<file path="src/rtl/bsc_pkg.sv">
package bsc_pkg;

  typedef enum logic [2:0] {
    CYC_IDLE,
    CYC_DESEL,
    CYC_START,
    CYC_NEXT,
    CYC_HOLD
  } cyc_kind_e;

  function automatic logic [1:0] burst_lo(input logic [1:0] base,
                                          input logic [1:0] stepc,
                                          input logic       use_xor);
    return use_xor ? (base ^ stepc) : (base + stepc);
  endfunction

endpackage

</file>
<file path="src/rtl/bsc_decode.sv">
module bsc_decode
  import bsc_pkg::*;
#(
  parameter int LANES = 4
) (
  input  logic             clk,
  input  logic             rst_n,
  input  logic             proc_stb_n,
  input  logic             ctl_stb_n,
  input  logic             step_n,
  input  logic             chip_en_n,
  input  logic             sel_hi,
  input  logic             sel_lo_n,
  input  logic             all_wr_n,
  input  logic             lane_gate_n,
  input  logic [LANES-1:0] lane_wr_n,
  input  logic             burst_act,
  output cyc_kind_e        kind,
  output logic [LANES-1:0] lane_we,
  output logic             wr,
  output logic             rd
);

  logic             selected;
  logic             proc_go;
  logic             wr_ok;
  logic [LANES-1:0] lane_req;

  always_comb begin
    selected = !chip_en_n && sel_hi && !sel_lo_n;
    proc_go  = !proc_stb_n && !chip_en_n;
    if (!all_wr_n)        lane_req = '1;
    else if (!lane_gate_n) lane_req = ~lane_wr_n;
    else                   lane_req = '0;

    kind  = CYC_IDLE;
    wr_ok = 1'b0;
    if (proc_go) begin
      kind = selected ? CYC_START : CYC_DESEL;
    end else if (!ctl_stb_n) begin
      kind  = selected ? CYC_START : CYC_DESEL;
      wr_ok = selected;
    end else if (burst_act) begin
      kind  = step_n ? CYC_HOLD : CYC_NEXT;
      wr_ok = 1'b1;
    end
  end

  assign lane_we = wr_ok ? lane_req : '0;
  assign wr      = |lane_we;
  assign rd      = ((kind == CYC_START) || (kind == CYC_NEXT) || (kind == CYC_HOLD)) && !wr;

  assert_proc_read_R3: assert property (@(posedge clk) disable iff (!rst_n)
    (!proc_stb_n && !chip_en_n) |-> !wr);

  assert_global_all_R5: assert property (@(posedge clk) disable iff (!rst_n)
    (wr && !all_wr_n) |-> (&lane_we));

  assert_gate_blocks_R5: assert property (@(posedge clk) disable iff (!rst_n)
    (wr && all_wr_n) |-> !lane_gate_n);

  assert_desel_quiet_R1: assert property (@(posedge clk) disable iff (!rst_n)
    (!(sel_hi && !sel_lo_n) && !ctl_stb_n) |-> !wr);

endmodule

</file>
<file path="src/rtl/bsc_burst.sv">
module bsc_burst
  import bsc_pkg::*;
#(
  parameter int ADDR_W = 6
) (
  input  logic              clk,
  input  logic              rst_n,
  input  cyc_kind_e         kind,
  input  logic [ADDR_W-1:0] addr_i,
  input  logic              order_xor,
  output logic              burst_act,
  output logic [ADDR_W-1:0] cyc_addr
);

  localparam int HI_W = ADDR_W - 2;

  logic [ADDR_W-1:0] base_q, base_d;
  logic [1:0]        cnt_q, cnt_d;
  logic              act_q, act_d;
  logic [1:0]        stepc;

  always_comb begin
    stepc = (kind == CYC_NEXT) ? cnt_q + 2'd1 : cnt_q;
    if (kind == CYC_START) cyc_addr = addr_i;
    else cyc_addr = {base_q[ADDR_W-1 -: HI_W], burst_lo(base_q[1:0], stepc, order_xor)};
  end

  always_comb begin
    base_d = base_q;
    cnt_d  = cnt_q;
    act_d  = act_q;
    unique case (kind)
      CYC_START: begin
        base_d = addr_i;
        cnt_d  = 2'd0;
        act_d  = 1'b1;
      end
      CYC_NEXT:  cnt_d = cnt_q + 2'd1;
      CYC_DESEL: act_d = 1'b0;
      default: ;
    endcase
  end

  always_ff @(posedge clk or negedge rst_n) begin
    if (!rst_n) begin
      base_q <= '0;
      cnt_q  <= 2'd0;
      act_q  <= 1'b0;
    end else begin
      base_q <= base_d;
      cnt_q  <= cnt_d;
      act_q  <= act_d;
    end
  end

  assign burst_act = act_q;

  assert_pause_holds_R8: assert property (@(posedge clk) disable iff (!rst_n)
    (kind == CYC_HOLD) |=> ($stable(cnt_q) && $stable(base_q)));

  assert_desel_ends_R11: assert property (@(posedge clk) disable iff (!rst_n)
    (kind == CYC_DESEL) |=> !burst_act);

endmodule

</file>
<file path="src/rtl/bsc_array.sv">
module bsc_array #(
  parameter int ADDR_W = 6,
  parameter int LANES  = 4
) (
  input  logic                 clk,
  input  logic                 rst_n,
  input  logic [ADDR_W-1:0]    addr,
  input  logic [LANES-1:0]     lane_we,
  input  logic [9*LANES-1:0]   wdata,
  input  logic                 rd,
  output logic [9*LANES-1:0]   q,
  output logic                 q_vld
);

  localparam int DEPTH = 1 << ADDR_W;
  localparam int W     = 9 * LANES;
  localparam int PBASE = 8 * LANES;

  logic [W-1:0]      mem [DEPTH];
  logic [ADDR_W-1:0] raddr_q;
  logic              pend_q;
  logic              vld_q;
  logic [W-1:0]      q_q;

  always_ff @(posedge clk) begin
    for (int n = 0; n < LANES; n++) begin
      if (lane_we[n]) begin
        mem[addr][8*n +: 8]  <= wdata[8*n +: 8];
        mem[addr][PBASE + n] <= wdata[PBASE + n];
      end
    end
  end

  always_ff @(posedge clk or negedge rst_n) begin
    if (!rst_n) begin
      raddr_q <= '0;
      pend_q  <= 1'b0;
      vld_q   <= 1'b0;
    end else begin
      if (rd) raddr_q <= addr;
      pend_q <= rd;
      vld_q  <= pend_q;
    end
  end

  always_ff @(posedge clk) begin
    if (pend_q) q_q <= mem[raddr_q];
  end

  assign q     = q_q;
  assign q_vld = vld_q;

  assert_two_stage_R9: assert property (@(posedge clk) disable iff (!rst_n)
    rd |=> ##1 q_vld);

endmodule

</file>
<file path="src/rtl/burst_sram_core.sv">
module burst_sram_core
  import bsc_pkg::*;
#(
  parameter int ADDR_W = 6,
  parameter int LANES  = 4
) (
  input  logic                 clk,
  input  logic                 rst_n,
  input  logic [ADDR_W-1:0]    addr_i,
  input  logic                 proc_stb_n,
  input  logic                 ctl_stb_n,
  input  logic                 step_n,
  input  logic                 chip_en_n,
  input  logic                 sel_hi,
  input  logic                 sel_lo_n,
  input  logic                 all_wr_n,
  input  logic                 lane_gate_n,
  input  logic [LANES-1:0]     lane_wr_n,
  input  logic                 order_xor,
  input  logic                 out_en_n,
  input  logic [9*LANES-1:0]   wdata,
  output logic [9*LANES-1:0]   rdata,
  output logic                 rdata_oe
);

  logic [1:0]        rst_sync_q;
  logic              core_rst_n;
  cyc_kind_e         kind;
  logic [LANES-1:0]  lane_we;
  logic              wr;
  logic              rd;
  logic              burst_act;
  logic [ADDR_W-1:0] cyc_addr;
  logic              q_vld;

  always_ff @(posedge clk or negedge rst_n) begin
    if (!rst_n) rst_sync_q <= 2'b00;
    else        rst_sync_q <= {rst_sync_q[0], 1'b1};
  end
  assign core_rst_n = rst_sync_q[1];

  bsc_decode #(.LANES(LANES)) u_decode (
    .clk(clk), .rst_n(core_rst_n),
    .proc_stb_n(proc_stb_n), .ctl_stb_n(ctl_stb_n), .step_n(step_n),
    .chip_en_n(chip_en_n), .sel_hi(sel_hi), .sel_lo_n(sel_lo_n),
    .all_wr_n(all_wr_n), .lane_gate_n(lane_gate_n), .lane_wr_n(lane_wr_n),
    .burst_act(burst_act), .kind(kind), .lane_we(lane_we), .wr(wr), .rd(rd)
  );

  bsc_burst #(.ADDR_W(ADDR_W)) u_burst (
    .clk(clk), .rst_n(core_rst_n), .kind(kind), .addr_i(addr_i),
    .order_xor(order_xor), .burst_act(burst_act), .cyc_addr(cyc_addr)
  );

  bsc_array #(.ADDR_W(ADDR_W), .LANES(LANES)) u_array (
    .clk(clk), .rst_n(core_rst_n), .addr(cyc_addr), .lane_we(lane_we),
    .wdata(wdata), .rd(rd), .q(rdata), .q_vld(q_vld)
  );

  assign rdata_oe = q_vld && !out_en_n;

  assert_oe_gate_R10: assert property (@(posedge clk) disable iff (!core_rst_n)
    out_en_n |-> !rdata_oe);

  assert_write_slot_R10: assert property (@(posedge clk) disable iff (!core_rst_n)
    wr |=> ##1 !rdata_oe);

  assert_desel_slot_R11: assert property (@(posedge clk) disable iff (!core_rst_n)
    (kind == CYC_DESEL) |=> ##1 !rdata_oe);

  assert_read_slot_R9: assert property (@(posedge clk) disable iff (!core_rst_n)
    rd |=> ##1 (rdata_oe || out_en_n));

endmodule

</file>
<file path="config.mk">
export PLATFORM = sky130hd
export DESIGN_NAME = burst_sram_core
export DESIGN_NICKNAME = d
export VERILOG_FILES = /design/src/rtl/bsc_pkg.sv /design/src/rtl/bsc_decode.sv /design/src/rtl/bsc_burst.sv /design/src/rtl/bsc_array.sv /design/src/rtl/burst_sram_core.sv
export SDC_FILE = /design/constraint.sdc
export NUM_CORES = 2
export LEC_CHECK = 0
export ABC_AREA = 1
export BUFFER_PORTS_ARGS = -buffer_cell sky130_fd_sc_hd__buf_2
export CAP_MARGIN = 25
export CORE_UTILIZATION = 49
export DETAILED_ROUTE_END_ITERATION = 16
export GPL_TIMING_DRIVEN = 0
export MAX_ROUTING_LAYER = met4
export REMOVE_ABC_BUFFERS = 1
export SETUP_SLACK_MARGIN = 0.02
export SYNTH_ARGS = -nofsm -noshare
export SYNTH_HDL_FRONTEND = slang
export SYNTH_SLANG_ARGS = --single-unit
</file>
<file path="constraint.sdc">
create_clock -name clk -period 1.85 [get_ports clk]
set_clock_uncertainty 0.05 [all_clocks]
set_input_delay 0.0925 -clock clk [delete_from_list [all_inputs] [get_ports clk]]
set_output_delay 0.0925 -clock clk [all_outputs]
set_load 0.1 [all_outputs]
</file>
* Yosys cells after proc, flatten, opt, wreduce, memory -nomap -nowiden
Memory sizes are Yosys's and may differ from the RTL's. A register that Yosys moved wholly into a read port is not among the register bits.
Cells that the tools add are included.
** Storage, ports and cells
- Memories :: 1
- RAM bits :: 2304
- Output and inout port bits :: 37
- Word-level logic and storage cells :: 55
- Input bits :: 58
- Flip-flop bits (word level) :: 19
** Operators by class
- Reductions and logical operators :: 15
- Equal/unequal tests :: 4
- Mux-type cells :: 24
- Bitwise gates (word level) :: 2
- $add $sub $neg :: 2
** Memories
- u_array.mem :: depth 64, width 36, rd ports 1, clocked after memory_dff 1, write ports 1, line bsc_array.sv:19 : logic [W-1:0] mem [DEPTH];
** Operator list (count)
- 3-bit 2-to-1 mux :: 4
- 4-bit 2-to-1 mux :: 3
- 1-bit 2-to-1 mux :: 11
- 3-bit by 2-bit equality test with 1-bit output (second input constant) :: 2
- 2-bit 2-to-1 mux :: 3
- 6-bit 2-to-1 mux :: 1
- 1-bit logical AND :: 5
- 1-bit zero test :: 5
- 4-bit inverter :: 1
- 2-bit one-hot mux with 2 select lines :: 1
- 2-bit nonzero test :: 2
- 4-bit OR reduction :: 1
- 3-bit by 1-bit equality test with 1-bit output (second input constant) :: 1
- 3-bit equality test (second input constant) :: 1
- 2-bit by 1-bit adder with 2-bit output (second input constant) :: 1
- 2-bit adder :: 1
- 1-bit logical OR :: 2
- 1-bit one-hot mux with 2 select lines :: 1
- 2-bit bitwise XOR :: 1

* Longest topological paths before layout
- Depth in word-level cells :: 11
- Gate-level depth with buffers :: 16
- Gate-level depth less buffers :: 15

* By module
A second synthesis with hierarchy kept.
** Second synthesis, totals
- Cell total of the unflattened synthesis :: 8005
- Area total of the unflattened synthesis :: 95382.7 um^2
** Modules (own cells, without submodules)
- bsc_array :: area each 94652.0 um^2, seq. area each 70467.6 um^2, cells an instance 7899, instances 1
- bsc_burst :: area each 480.5 um^2, seq. area each 225.2 um^2, cells an instance 64, instances 1
- bsc_decode :: area each 186.4 um^2, seq. area each 0.0 um^2, cells an instance 37, instances 1
- burst_sram_core :: area each 63.8 um^2, seq. area each 50.0 um^2, cells an instance 5, instances 1

* Worst setup path after synthesis
No wires, ideal clock.
- Kind :: flip-flop to flip-flop
- From :: reg u_burst.act_q, in the netlist u_burst.burst_act
- To :: mem u_array.mem[29][0] in the netlist's numbering, enable pin
- Period minus slack after synthesis :: 3067 ps
- Path buffers :: 2
- Cell stages (with the launch flop) :: 12
- Slack :: -1217 ps
- Arrival time :: 2630 ps
- Data required time :: 1413 ps
- Library setup time :: 387 ps
- Path through :: dfrtp_1 > nand4_1 > inv_1 > ha_1 > inv_1 > ha_1 > inv_1 > o21ai_0 > buf_2 > nand4_1 > clkbuf_1 > nor3_1
** Between the ends
- Longest elaborated chain between the ends :: 8
- Elaborated cells on any way between the ends :: 16
- Those cells by class :: 1 x add/sub; 2 x eq/ne; 12 x mux; 1 x bitwise
** Ends and longest elaborated chain
- start, declared :: line bsc_burst.sv:19 : logic act_q, act_d;
- start signal, assigned :: line bsc_burst.sv:52 : act_q <= act_d;
- 3-bit 2-to-1 mux :: line bsc_decode.sv:43 : end else if (burst_act) begin
- 3-bit 2-to-1 mux :: line bsc_decode.sv:40 : end else if (!ctl_stb_n) begin
- 3-bit 2-to-1 mux :: line bsc_decode.sv:38 : if (proc_go) begin
- 3-bit by 2-bit equality test with 1-bit output :: line bsc_burst.sv:23 : stepc = (kind == CYC_NEXT) ? cnt_q + 2'd1 : cnt_q;
- 2-bit 2-to-1 mux :: line bsc_burst.sv:23
- 2-bit adder or 2-bit bitwise XOR (tied branches) :: line bsc_pkg.sv:14 : return use_xor ? (base ^ stepc) : (base + stepc);
- 2-bit 2-to-1 mux :: line bsc_pkg.sv:14
- 6-bit 2-to-1 mux :: line bsc_burst.sv:24 : if (kind == CYC_START) cyc_addr = addr_i;
- end, declared :: line bsc_array.sv:19
Several ways; a longest one is shown, not always the timed one.

* Worst setup path in the final report
- From :: reg u_burst.act_q, in the netlist u_burst.burst_act
- To :: mem u_array.mem[47][23] in the netlist's numbering, enable pin
Same word-level chain as after synthesis.

==> parameters.txt <==
Parameter                              Value

Status
  Result of the run    complete, but fails checks
  Failing checks    negative hold slack, max-capacitance violations, max-slew violations, negative setup slack

Setup path
  Largest fanout on the critical path    4
  Standard cell with the maximum stage delay on the critical path    sky130_fd_sc_hd__dfrtp_1
  Worst EP required    2.39 ns
  Depth of the most critical reg-to-reg path    17
  Startpoint type of the worst setup path    flop
  Start-to-end type of the worst setup path    reg -> reg
  Chain of cells forming the critical path    nand4_1 > inv_2 > ha_4 > inv_2 > ha_4 > nand2_4 > xor2_4 > inv_2 > nand3_2 > nand3_4 > buf_12 > nand2_8 > buf_6 > nand4_1 > buf_4 > nor2_4 > clkbuf_16
  Most common cell on crit path    sky130_fd_sc_hd__inv_2
  Highest cell delay on the worst timing path    roughly 0.38 ns
  Data arrival at the endpoint of the critical path    between 3 and 4 ns
  Setup crit end kind    flop

Routing
  Routed wire per std cell    approximately 27 um
  Vias per cell    roughly 6.1
  Count of nets left with antenna violations after detail routing    0
  Number of iterations in the first detailed-routing pass    5
  Total routed wirelength    approximately 280000 um
  DRC violation total after the first TritonRoute iteration    slightly below 8000
  DR vias    ~64000
  Post-route DRC    0

Logic synthesis
  Post-synthesis cell type count    31
  Fraction of post-synthesis cell area in the top cell type by area    about 75%
  Ranking of synthesized cells by area    sky130_fd_sc_hd__edfxtp_1 (75%), sky130_fd_sc_hd__o21ai_0 (6.0%), sky130_fd_sc_hd__nor2_1 (4.8%), sky130_fd_sc_hd__o22ai_1 (3.6%), sky130_fd_sc_hd__nand2_1 (3.4%)
  Synth Warn #    0
  Top cell type by total area after synthesis    sky130_fd_sc_hd__edfxtp_1
  Mapped Cells    7447
  Sequential fraction of the synthesis area    about three quarters
  Total of flip-flops plus latches after synthesis    between 2000 and 2500
  Ys flop type    sky130_fd_sc_hd__edfxtp_1
  Avg Inst Size Synth    12.60 um^2
  Number of enable-type register cells in the synthesized netlist    between 2000 and 2500
  Synthesized area    93850 um^2
  FFs w/ async S/R, synth    less than 1%

Place
  Count of input and output buffers    94
  Post-Place Setup Slack    -3.391 ns
  Placed Cells    a little under 10000
  Final RePlAce weighted congestion    roughly 0.79
  Hpwl dp    approximately 150000 um

Die
  Effective utilization at floorplan    49.35%
  Rows    160
  Top-Level Pins    95
  Die Span X    439.6 um
  Core box area    190200 um^2
  Die Y-Extent    roughly 440 um
  Area enclosed by the die boundary    around 190000 um^2

Power
  Fraction of power consumed by the clock network    a little under a third
  Worst vdd ir    approximately 1300 uV
  Share of total power consumed by net switching    34.16%
  Flop pwr share    39.4%
  Power per cell area    roughly 1300 nW/um^2
  Comb pwr share    slightly below 30%
  Total net switching power    ~52000 uW
  Total design power    roughly 150000 uW
  Internal power contribution    roughly 100000 uW
  Leakage power    around 0.039 uW

Global routing
  Global-route congestion overflow total    0
  Via count of the first global-routing pass    about 60000
  Maximum number of pins on one net before global-route repair    roughly 130
  Global Route Usage Sum    ~29%
  Wire length of the first global-routing pass    401900 um
  Antenna violations before repair    11

Layout
  Multi-input combinational cell area    approximately 23000 um^2
  Final Instance Count excl. Fillers    10570
  Nets    7908
  FILL cells    14480
  Area growth syn-to-layout    21.84%
  Storage cell area    approximately 71000 um^2
  Share of layout cells above drive strength 1    16.63%

STA
  Max-slew violations    3
  Ratio of final minimum period to clock period    175.2%
  Final worst setup slack    -1.391 ns
  Final worst hold slack    -0.01155 ns
  Worst-margin pin slew    approximately 1.6 ns
  Final setup vio count    approximately 2400
  Max Clock Freq    just over 300 MHz
  RSZ-0062 raised after global routing    yes
  Slew headroom    -10.17%
  Final critical path time including I/O delays and setup    3.241 ns
  Number of hold violations in the final report    1

Clock tree
  Clock tree from TritonCTS    yes
  Count of clock tree sinks    2359
  Total CTS buffers    roughly 240
  Clock transition at path regs    0.06 ns
  Clock latency on the worst-skew pair    just under 0.9 ns
  Number of buffers between clock root and the deepest sink    3
  Clock Root Buffer    sky130_fd_sc_hd__clkbuf_16
  H-tree depth    4

Hold path
  Number of cells on the worst hold path    5
  Hold Path Class    in -> reg

Run
  Count of maximum capacitance violations    1
-- power groups by stage --
stage / sequential [uW] / clock (uW) / combinational, uW
after floorplan: 62100 / 0 / 9080
after global placement: 61800 / 0 / 10500
after detailed placement: 61100 / 0 / 39100
after CTS: 59800 / 47700 / 43200
after global routing: 59800 / 49900 / 47800
final: 59800 / 47400 / 44700
-- layout by cell type (no fill, tap or decap), types with 6 or more instances in the layout --
master and count:
sky130_fd_sc_hd__clkinv_2 61, sky130_fd_sc_hd__nand3_2 9, sky130_fd_sc_hd__o22ai_1 536, sky130_fd_sc_hd__bufbuf_16 18, sky130_fd_sc_hd__nor3_4 114, sky130_fd_sc_hd__buf_16 58
sky130_fd_sc_hd__buf_4 195, sky130_fd_sc_hd__inv_1 51, sky130_fd_sc_hd__clkinv_1 62, sky130_fd_sc_hd__nor2_2 22, sky130_fd_sc_hd__inv_6 11, sky130_fd_sc_hd__o21ai_0 1126
sky130_fd_sc_hd__inv_2 15, sky130_fd_sc_hd__nand3_1 488, sky130_fd_sc_hd__nand2_8 6, sky130_fd_sc_hd__buf_6 121, sky130_fd_sc_hd__dfrtp_1 12, sky130_fd_sc_hd__nor3_2 14
sky130_fd_sc_hd__nand2_2 12, sky130_fd_sc_hd__clkbuf_16 250, sky130_fd_sc_hd__edfxtp_1 2340, sky130_fd_sc_hd__buf_8 18, sky130_fd_sc_hd__bufinv_16 24, sky130_fd_sc_hd__nor2_4 114
sky130_fd_sc_hd__nand4_1 37, sky130_fd_sc_hd__buf_12 140, sky130_fd_sc_hd__dlygate4sd3_1 53, sky130_fd_sc_hd__buf_2 99, sky130_fd_sc_hd__a21oi_1 36, sky130_fd_sc_hd__nor2_1 1083
sky130_fd_sc_hd__nand2_1 837, sky130_fd_sc_hd__o21ai_1 7, sky130_fd_sc_hd__clkbuf_1 47
-- layer usage --
metal,share of wire [%],wire [um],track usage [%]
met5,0,0,-
met3,9.2,26100,4.775
met1,39,111000,38.88
met2,47,132200,44.59
met4,4.8,13510,13.10
-- layout make-up --
cell class | instances | share of cell area, %
tap | 2511 | 2.748
timing repair buffer | 712 | 8.168
inverter | 74 | 0.2954
timing repair inverter | 4 | 0.03064
multi-input combinational | 4460 | 20.16
clock buffer | 288 | 5.428
clock inverter | 161 | 1.271
sequential | 2359 | 61.89
antenna | 4 | 0.008754
-- stage by stage --
| stage | TNS (ns) | instance area (um^2) | utilization (%) |
|---|---|---|---|
| floorplan | -7231.91 | 91610 | - |
| global placement | - | 95230 | 50.07 |
| detailed placement | -6162.38 | 98800 | 51.95 |
| CTS | -2673.24 | 112300 | 59.06 |
| global route | -2990.01 | 114300 | 60.12 |
| finish | -2774.84 | 114300 | 60.12 |
-- logic make-up after synthesis --
| group | count (synthesis) | share of synthesized area [%] |
|---|---|---|
| AND/OR/NAND/NOR | 2738 | 11.98 |
| flip-flops | 2359 | 75.38 |
| AO/OA/AOI/OAI | 1715 | 9.905 |
| buffers and inverters | 630 | 2.688 |
| XOR/XNOR | 2 | 0.01867 |
| adder cells (fa/ha/maj) | 2 | 0.02666 |
| other | 1 | 0.003996 |
-- flip-flops by register name (all words and copies together), names as in the netlist --
| signal | flops |
|---|---|
| u_burst.cnt_q | 2 |
| u_array.q_vld | 1 |
| u_array.mem | 2304 |
| u_array.raddr_q | 6 |
| u_array.pend_q | 1 |
| u_burst.burst_act | 1 |
| u_burst.base_q | 6 |
| rst_sync_q | 2 |
| u_array.q | 36 |
-- final timing paths --
kind	from	end	slack [ns]
max	u_burst.burst_act	u_array.mem[47][23]	-1.39
max in group asynchronous	rst_sync_q[1]	u_array.raddr_q[2]	0.58
min reg2reg	rst_sync_q[0]	rst_sync_q[1]	0.30
min in group asynchronous	rst_sync_q[1]	u_array.q_vld	0.38
min	addr_i[2]	u_array.raddr_q[2]	-0.01
max reg2reg	u_burst.burst_act	u_array.mem[47][23]	-1.39
-- repair_timing --
| action | 4_1_cts | 5_1_grt |
|---|---|---|
| hold buffers | 53 | 0 |
| hold endpoints to repair | 2322 | 0 |
| gates resized for setup | 441 | 223 |
| gates cloned | 32 | 10 |
| pin swaps | 146 | 106 |
| setup endpoints to repair | 2356 | 2354 |
| buffers inserted | 237 | 87 |
-- worst max-delay path, delay by kind of cell (launching register included) --
family	cells	cell delay (ns)
xor gates and xnor gates	1	0.19
buffers and inverters	7	0.99
adders and majority gates	2	0.43
DFF	1	0.38
and+or+nand+nor	7	0.91
-- synth_stat cells, types with 19 or more instances --
library cell and count:
sky130_fd_sc_hd__a21oi_1 37, sky130_fd_sc_hd__buf_1 71, sky130_fd_sc_hd__buf_2 71, sky130_fd_sc_hd__clkbuf_1 405
sky130_fd_sc_hd__dfrtp_1 19, sky130_fd_sc_hd__edfxtp_1 2340, sky130_fd_sc_hd__inv_1 54, sky130_fd_sc_hd__nand2_1 852
sky130_fd_sc_hd__nand3_1 498, sky130_fd_sc_hd__nand4_1 37, sky130_fd_sc_hd__nor2_1 1211, sky130_fd_sc_hd__nor3_1 121
sky130_fd_sc_hd__o21ai_0 1132, sky130_fd_sc_hd__o22ai_1 540
Note: power is estimated with default switching activity, not from simulation.
